### src/rtl/irqc_pkg.sv
package irqc_pkg;
   localparam int NUM_SRC = 5;
   // Priority index: lower index wins
   localparam int IDX_NMI = 0;
   localparam int IDX_HI  = 1;
   localparam int IDX_MID = 2;
   localparam int IDX_LO  = 3;
   localparam int IDX_EXT = 4;
   // Control write field positions
   localparam int CW_MASK_LO  = 0;
   localparam int CW_MASK_HI  = 2;
   localparam int CW_MASK_LD  = 3;
   localparam int CW_PEND_CLR = 4;
   // Status word field positions
   localparam int ST_IE     = 3;
   localparam int ST_LO_PIN = 4;
   localparam int ST_MID_PIN= 5;
   localparam int ST_PEND   = 6;
   localparam int ST_SERIAL = 7;
   localparam int NUM_MASK  = CW_MASK_HI - CW_MASK_LO + 1;
endpackage

### src/rtl/irqc_edge_latch.sv
module irqc_edge_latch (
   input  logic clk,
   input  logic rst_n,
   input  logic sig_i,
   input  logic clr_i,
   output logic pend_o
);
   logic prev_q;
   logic pend_q;
   logic rise;

   assign rise = sig_i & ~prev_q;

   always_ff @(posedge clk or negedge rst_n) begin
      if (!rst_n) begin
         prev_q <= 1'b0;
         pend_q <= 1'b0;
      end else begin
         prev_q <= sig_i;
         if (rise)
            pend_q <= 1'b1;
         else if (clr_i)
            pend_q <= 1'b0;
      end
   end

   assign pend_o = pend_q;


   pend_capture_chk: assert property (@(posedge clk) disable iff (!rst_n)
      (sig_i && !prev_q) |=> pend_q);

   pend_clear_chk: assert property (@(posedge clk) disable iff (!rst_n)
      (clr_i && !(sig_i && !prev_q)) |=> !pend_q);
endmodule

### src/rtl/irqc_nmi_qual.sv
module irqc_nmi_qual #(
   parameter bit LEVEL_QUAL = 1'b1
) (
   input  logic clk,
   input  logic rst_n,
   input  logic sig_i,
   input  logic accept_i,
   output logic ready_o
);
   logic prev_q;
   logic armed_q;

   always_ff @(posedge clk or negedge rst_n) begin
      if (!rst_n) begin
         prev_q  <= 1'b0;
         armed_q <= 1'b0;
      end else begin
         prev_q <= sig_i;
         if (sig_i && !prev_q)
            armed_q <= 1'b1;
         else if (accept_i)
            armed_q <= 1'b0;
         else if (LEVEL_QUAL && !sig_i)
            armed_q <= 1'b0;
      end
   end

   generate
      if (LEVEL_QUAL) begin : g_level
         assign ready_o = armed_q & sig_i;
      end else begin : g_edge
         assign ready_o = armed_q;
      end
   endgenerate


   nmi_once_chk: assert property (@(posedge clk) disable iff (!rst_n)
      (accept_i && !(sig_i && !prev_q)) |=> !armed_q);
endmodule

### src/rtl/irqc_prio.sv
module irqc_prio #(
   parameter int N = 5
) (
   input  logic [N-1:0] req_i,
   output logic [N-1:0] grant_o,
   output logic         valid_o
);
   logic [N-1:0] above;

   assign above[0]   = 1'b0;
   assign grant_o[0] = req_i[0];

   generate
      for (genvar i = 1; i < N; i++) begin : g_chain
         assign above[i]   = above[i-1] | req_i[i-1];
         assign grant_o[i] = req_i[i] & ~above[i];
      end
   endgenerate

   assign valid_o = |req_i;


   always_comb begin
      grant_onehot_chk: assert ($onehot0(grant_o));
   end
endmodule

### src/rtl/irqc_ctl_regs.sv
module irqc_ctl_regs #(
   parameter int MASK_W = 3
) (
   input  logic              clk,
   input  logic              rst_n,
   input  logic              ei_i,
   input  logic              di_i,
   input  logic              wr_i,
   input  logic              mask_ld_i,
   input  logic [MASK_W-1:0] mask_d_i,
   input  logic              accept_mask_i,
   output logic [MASK_W-1:0] mask_o,
   output logic              ie_o
);
   logic [MASK_W-1:0] mask_q;
   logic              ie_q;

   always_ff @(posedge clk or negedge rst_n) begin
      if (!rst_n) begin
         mask_q <= '1;
         ie_q   <= 1'b0;
      end else begin
         if (wr_i && mask_ld_i)
            mask_q <= mask_d_i;
         if (accept_mask_i)
            ie_q <= 1'b0;
         else if (di_i)
            ie_q <= 1'b0;
         else if (ei_i)
            ie_q <= 1'b1;
      end
   end

   assign mask_o = mask_q;
   assign ie_o   = ie_q;


   ie_clear_on_accept_chk: assert property (@(posedge clk) disable iff (!rst_n)
      accept_mask_i |=> !ie_q);

   mask_hold_chk: assert property (@(posedge clk) disable iff (!rst_n)
      !(wr_i && mask_ld_i) |=> $stable(mask_q));
endmodule

### src/rtl/vec_irq_ctrl.sv
module vec_irq_ctrl
   import irqc_pkg::*;
#(
   parameter int          ADDR_W         = 16,
   parameter int          DATA_W         = 8,
   parameter int unsigned VEC_NMI        = 32'h0024,
   parameter int unsigned VEC_HI         = 32'h003C,
   parameter int unsigned VEC_MID        = 32'h0034,
   parameter int unsigned VEC_LO         = 32'h002C,
   parameter bit          NMI_LEVEL_QUAL = 1'b1
) (
   input  logic              clk,
   input  logic              rst_n,
   input  logic              boundary_i,
   input  logic              ei_i,
   input  logic              di_i,
   input  logic              ctl_wr_i,
   input  logic [DATA_W-1:0] ctl_wdata_i,
   output logic [DATA_W-1:0] status_o,
   input  logic              serial_in_i,
   input  logic              nmi_i,
   input  logic              irq_hi_i,
   input  logic              irq_mid_i,
   input  logic              irq_lo_i,
   input  logic              irq_ext_i,
   output logic              take_o,
   output logic [ADDR_W-1:0] vector_o,
   output logic              ack_req_o
);
   localparam int MAX_VEC = (VEC_NMI > VEC_HI ? VEC_NMI : VEC_HI) >
                            (VEC_MID > VEC_LO ? VEC_MID : VEC_LO) ?
                            (VEC_NMI > VEC_HI ? VEC_NMI : VEC_HI) :
                            (VEC_MID > VEC_LO ? VEC_MID : VEC_LO);

   generate
      if (DATA_W != 8) begin : g_bad_data
         $error("vec_irq_ctrl: DATA_W must be 8");
      end
      if (ADDR_W < 8 || ADDR_W > 32) begin : g_bad_addr
         $error("vec_irq_ctrl: ADDR_W out of range");
      end
      if (ADDR_W < 32 && MAX_VEC >= (64'd1 << ADDR_W)) begin : g_bad_vec
         $error("vec_irq_ctrl: vector does not fit ADDR_W");
      end
   endgenerate

   logic [NUM_MASK-1:0] mask;
   logic                ie;
   logic                pend_hi;
   logic                nmi_ready;
   logic [NUM_SRC-1:0]  req;
   logic [NUM_SRC-1:0]  grant;
   logic                any_req;
   logic                accept_any;
   logic                accept_mask;
   logic                pend_clr;
   logic [ADDR_W-1:0]   vec_sel;
   logic                take_q;
   logic                ack_q;
   logic [ADDR_W-1:0]   vec_q;
   logic                unused_wdata;

   assign unused_wdata = ^ctl_wdata_i[DATA_W-1:CW_PEND_CLR+1];

   irqc_ctl_regs #(.MASK_W(NUM_MASK)) u_regs (
      .clk           (clk),
      .rst_n         (rst_n),
      .ei_i          (ei_i),
      .di_i          (di_i),
      .wr_i          (ctl_wr_i),
      .mask_ld_i     (ctl_wdata_i[CW_MASK_LD]),
      .mask_d_i      (ctl_wdata_i[CW_MASK_HI:CW_MASK_LO]),
      .accept_mask_i (accept_mask),
      .mask_o        (mask),
      .ie_o          (ie)
   );

   assign pend_clr = (ctl_wr_i & ctl_wdata_i[CW_PEND_CLR]) |
                     (boundary_i & grant[IDX_HI]);

   irqc_edge_latch u_hi_latch (
      .clk    (clk),
      .rst_n  (rst_n),
      .sig_i  (irq_hi_i),
      .clr_i  (pend_clr),
      .pend_o (pend_hi)
   );

   irqc_nmi_qual #(.LEVEL_QUAL(NMI_LEVEL_QUAL)) u_nmi (
      .clk      (clk),
      .rst_n    (rst_n),
      .sig_i    (nmi_i),
      .accept_i (boundary_i & grant[IDX_NMI]),
      .ready_o  (nmi_ready)
   );

   always_comb begin
      req          = '0;
      req[IDX_NMI] = nmi_ready;
      req[IDX_HI]  = ie & ~mask[2] & pend_hi;
      req[IDX_MID] = ie & ~mask[1] & irq_mid_i;
      req[IDX_LO]  = ie & ~mask[0] & irq_lo_i;
      req[IDX_EXT] = ie & irq_ext_i;
   end

   irqc_prio #(.N(NUM_SRC)) u_prio (
      .req_i   (req),
      .grant_o (grant),
      .valid_o (any_req)
   );

   assign accept_any  = boundary_i & any_req;
   assign accept_mask = boundary_i & (|grant[NUM_SRC-1:IDX_HI]);

   always_comb begin
      vec_sel = '0;
      unique case (1'b1)
         grant[IDX_NMI]: vec_sel = ADDR_W'(VEC_NMI);
         grant[IDX_HI]:  vec_sel = ADDR_W'(VEC_HI);
         grant[IDX_MID]: vec_sel = ADDR_W'(VEC_MID);
         grant[IDX_LO]:  vec_sel = ADDR_W'(VEC_LO);
         default:        vec_sel = '0;
      endcase
   end

   always_ff @(posedge clk or negedge rst_n) begin
      if (!rst_n) begin
         take_q <= 1'b0;
         ack_q  <= 1'b0;
         vec_q  <= '0;
      end else begin
         take_q <= accept_any;
         ack_q  <= boundary_i & grant[IDX_EXT];
         vec_q  <= accept_any ? vec_sel : '0;
      end
   end

   assign take_o    = take_q;
   assign ack_req_o = ack_q;
   assign vector_o  = vec_q;

   always_comb begin
      status_o                          = '0;
      status_o[CW_MASK_HI:CW_MASK_LO]   = mask;
      status_o[ST_IE]                   = ie;
      status_o[ST_LO_PIN]               = irq_lo_i;
      status_o[ST_MID_PIN]              = irq_mid_i;
      status_o[ST_PEND]                 = pend_hi;
      status_o[ST_SERIAL]               = serial_in_i;
   end


   take_on_boundary_chk: assert property (@(posedge clk) disable iff (!rst_n)
      take_o |-> $past(boundary_i));

   take_single_cycle_chk: assert property (@(posedge clk) disable iff (!rst_n)
      (take_o && !boundary_i) |=> !take_o);

   ack_no_vector_chk: assert property (@(posedge clk) disable iff (!rst_n)
      ack_req_o |-> (take_o && vector_o == '0));

   nmi_keeps_ie_chk: assert property (@(posedge clk) disable iff (!rst_n)
      (boundary_i && grant[IDX_NMI] && !ei_i && !di_i) |=> $stable(ie));
endmodule

### config.mk
export PLATFORM = sky130hd
export DESIGN_NAME = vec_irq_ctrl
export DESIGN_NICKNAME = d
export VERILOG_FILES = /design/src/rtl/irqc_pkg.sv /design/src/rtl/irqc_edge_latch.sv /design/src/rtl/irqc_nmi_qual.sv /design/src/rtl/irqc_prio.sv /design/src/rtl/irqc_ctl_regs.sv /design/src/rtl/vec_irq_ctrl.sv
export SDC_FILE = /design/constraint.sdc
export NUM_CORES = 1
export LEC_CHECK = 0
export ABC_CLOCK_PERIOD_IN_PS = 1700
export BUFFER_PORTS_ARGS = -buffer_cell sky130_fd_sc_hd__buf_2
export CAP_MARGIN = 20
export CORE_UTILIZATION = 42
export CTS_BUF_LIST = sky130_fd_sc_hd__clkbuf_8
export DETAILED_ROUTE_END_ITERATION = 16
export PLACE_DENSITY = 0.77
export SETUP_SLACK_MARGIN = 0.4
export SLEW_MARGIN = 15
export SYNTH_ARGS = -nofsm -noshare
export SYNTH_HDL_FRONTEND = slang
export SYNTH_SLANG_ARGS = --single-unit
### constraint.sdc
create_clock -name clk -period 1.7 [get_ports clk]
set_input_delay 0.255 -clock clk [delete_from_list [all_inputs] [get_ports clk]]
set_output_delay 0.255 -clock clk [all_outputs]
set_load 0.02 [all_outputs]
==> flow_summary.yaml <==
clock_network:
  cts_buffers: 3
  htreeDepth: 1
  worst_skew_pair.late_latency_ns: 0.24
  clockBufferDepth: 2
  cts_setup_buffers: 0
  clkTransAtPathRegs_ns: 0.05
  cts_tree: "built"
  cts.sink_count: 13
  cts_root_buf: "clkbuf_8"
detailed_routing:
  avgRoutedWirePerCell_um: 10.46
  ant_nets: 0
  drt_iter0_markers: 0
  vias: 477
  drt-pass1-iter-count: 1
  routed_wl_um: 1098
  detail_route.drc_violations: 0
  viasPerCell: 4.543
setup_path:
  slowest_delay_ns: 0.57
  crit_path_top_delay_cell: "dfstp_2"
  crit_chain: "buf_2"
  startpoint_type: "register"
  required_ns: 1.44
  crit_type: "reg2out"
  worst-path-buf-inv: 1
  cp.arrival_ns: 0.99
  worstSetupEndpointType: "primary output"
  cpLargestDelayFamily: "flip-flops"
  crit_fanout: 4
global_routing:
  grt_max_degree: 14
  grt_overflow: 0
  grt_pass1_wl_um: 1738
  antenna_found_initial: 0
  grt_usage_pct: 13.54
  first_global_vias: 436
synthesis:
  yosysTopAreaCellShare_pct: 36.56
  synth_cells: 63
  yosysSeqAreaShare_pct: 48.08
  ys_warn_count: 0
  synthTopCellsByArea: "dfrtp_1, buf_4, dfstp_2"
  avgSynthCellArea_um2: 10.86
  synth-seq-cells: 13
  synth_area_um2: 684.4
  synth_top_area_cell: "dfrtp_1"
  synth_cell_type_count: 21
final_layout:
  insertedDiodeCount: 0
  final_area_um2: 808.3
  nets: 110
  drive_above_1_share_pct: 48.31
  synthToLayoutAreaGrowth_pct: 18.10
die:
  coreArea_um2: 1506
  dieArea_um2: 1795
  rows: 14
  start_util_pct: 45.43
  ios: 46
  die_y_um: 42.37
  chipWidth_um: 42.37
sta:
  finalSetupTns_ns: 0
  rsz0062_at_grt: "yes"
  finalCritPeriodShare_pct: 73.03
  max_freq_ghz: 0.8055
  timing.final.hold_violations: 0
  clock_skew_ns: 0.0004018
  slew_viol_final: 0
  report.final.setup_viol: 0
  period_needed_ns: 1.241
placement:
  port_buffers: 28
  place.gp.congestion: 0.7195
  dpl.hpwl_um: 878.2
  postPlaceCellArea_um2: 750.7
hold_path:
  hold_class: "in2reg"
power:
  p_leak_nw: 0.4356
  powerDensity_nw_per_um2: 1015
  vdd_drop_max_mv: 0.4224
run:
  maxCapViolations: 0
status:
  outcome: "complete, no violations"
==> per-layer routing <==
metal	GRT usage (%)	up-vias	routed length [µm]
li1	-	229	-
met1	13.30	222	407
met2	24.92	22	607
met3	2.586	4	61
met4	9.375	0	22
met5	0	-	0
==> final timing paths <==
kind,start,end,slack [ns],cells past startpoint
min reg2reg,u_hi_latch.prev_q,u_hi_latch.pend_o,0.43,1
max reg2reg,u_regs.mask_o[2],take_o,0.47,4
min in group asynchronous,rst_n,ack_req_o,0.42,2
max in group asynchronous,rst_n,u_regs.mask_o[0],1.00,2
max,u_regs.mask_o[2],status_o[2],0.46,1
min,irq_hi_i,u_hi_latch.prev_q,0.13,1
==> Yosys cell counts (all sizes together) <==
master / number
nor4: 2
a21boi: 1
nand3: 2
nor2: 5
dfrtp: 10
dfstp: 3
inv: 2
o21ai: 3
a22o: 1
nor2b: 4
nand2: 5
nor3: 1
mux2: 3
buf: 18
conb: 1
a21oi: 1
o211ai: 1
==> state kept, by name (all words and copies together) (netlist names) <==
register	flops
take_o	1
u_regs.mask_o	3
u_nmi.prev_q	1
u_nmi.armed_q	1
u_regs.ie_o	1
ack_req_o	1
u_hi_latch.prev_q	1
u_hi_latch.pend_o	1
vector_o	3
==> cells in the final DEF, fill, tap and decap left out, drive strengths merged <==
master and instances:
clkbuf 3, nor2 5, nand2 5, conb 12, nand3 2, nor4 2, mux2 3, inv 3
o211ai 1, nor3 1, a22o 1, nor2b 4, dfstp 3, a21oi 1, a21boi 1, dfrtp 10
o21ai 3, buf 28, dlygate4sd3 1
==> cell families after synthesis <==
logic type	synth area share (%)
AO/OA/AOI/OAI	7.678
buffers and inverters	20.84
flip-flops	48.08
multiplexers	4.936
other	0.5479
AND/OR/NAND/NOR	17.92
==> stage by stage <==
| stage | instances | power [W] | util (%) | worst slack (ns) | hold slack [ns] |
|---|---|---|---|---|---|
| 3_5_place_dp | 100 | 0.0005588 | 49.83 | 0.4345 | 0.1508 |
| 2_1_floorplan | 74 | 0.0005336 | - | 0.4167 | -0.04059 |
| 5_1_grt | 105 | 0.0008639 | 53.65 | 0.3751 | 0.1370 |
| 6_report | 105 | 0.0008202 | 53.65 | 0.4586 | 0.1324 |
| 3_3_place_gp | 100 | 0.0005530 | 49.83 | 0.4578 | 0.1434 |
| 4_1_cts | 105 | 0.0008292 | 53.49 | 0.4237 | 0.1296 |
==> cell type report <==
cell class              count  area (µm²)
clock buffers               3       41.29
clock inverters             1       3.754
multi-input cells          41       256.5
flip-flops and latches     13       329.1
fillers                   148       698.2
well taps                  16       20.02
repair buffers             29       150.1
inverters                   2       7.507
==> report_power, final <==
| group | total, W | switching [W] | internal (W) |
|---|---|---|---|
| registers | 0.000369 | 0.0000231 | 0.000346 |
| clock network | 0.000265 | 0.000105 | 0.000159 |
| logic | 0.000187 | 0.000116 | 0.0000705 |
| total | 0.000820 | 0.000245 | 0.000576 |
==> repair_timing <==
action,4_1_cts,5_1_grt
endpoints found under the hold margin,10,0
hold buffers,1,0
endpoints found under the setup margin,0,2
resized for setup,0,1
Note: power is estimated with default switching activity, not from simulation.
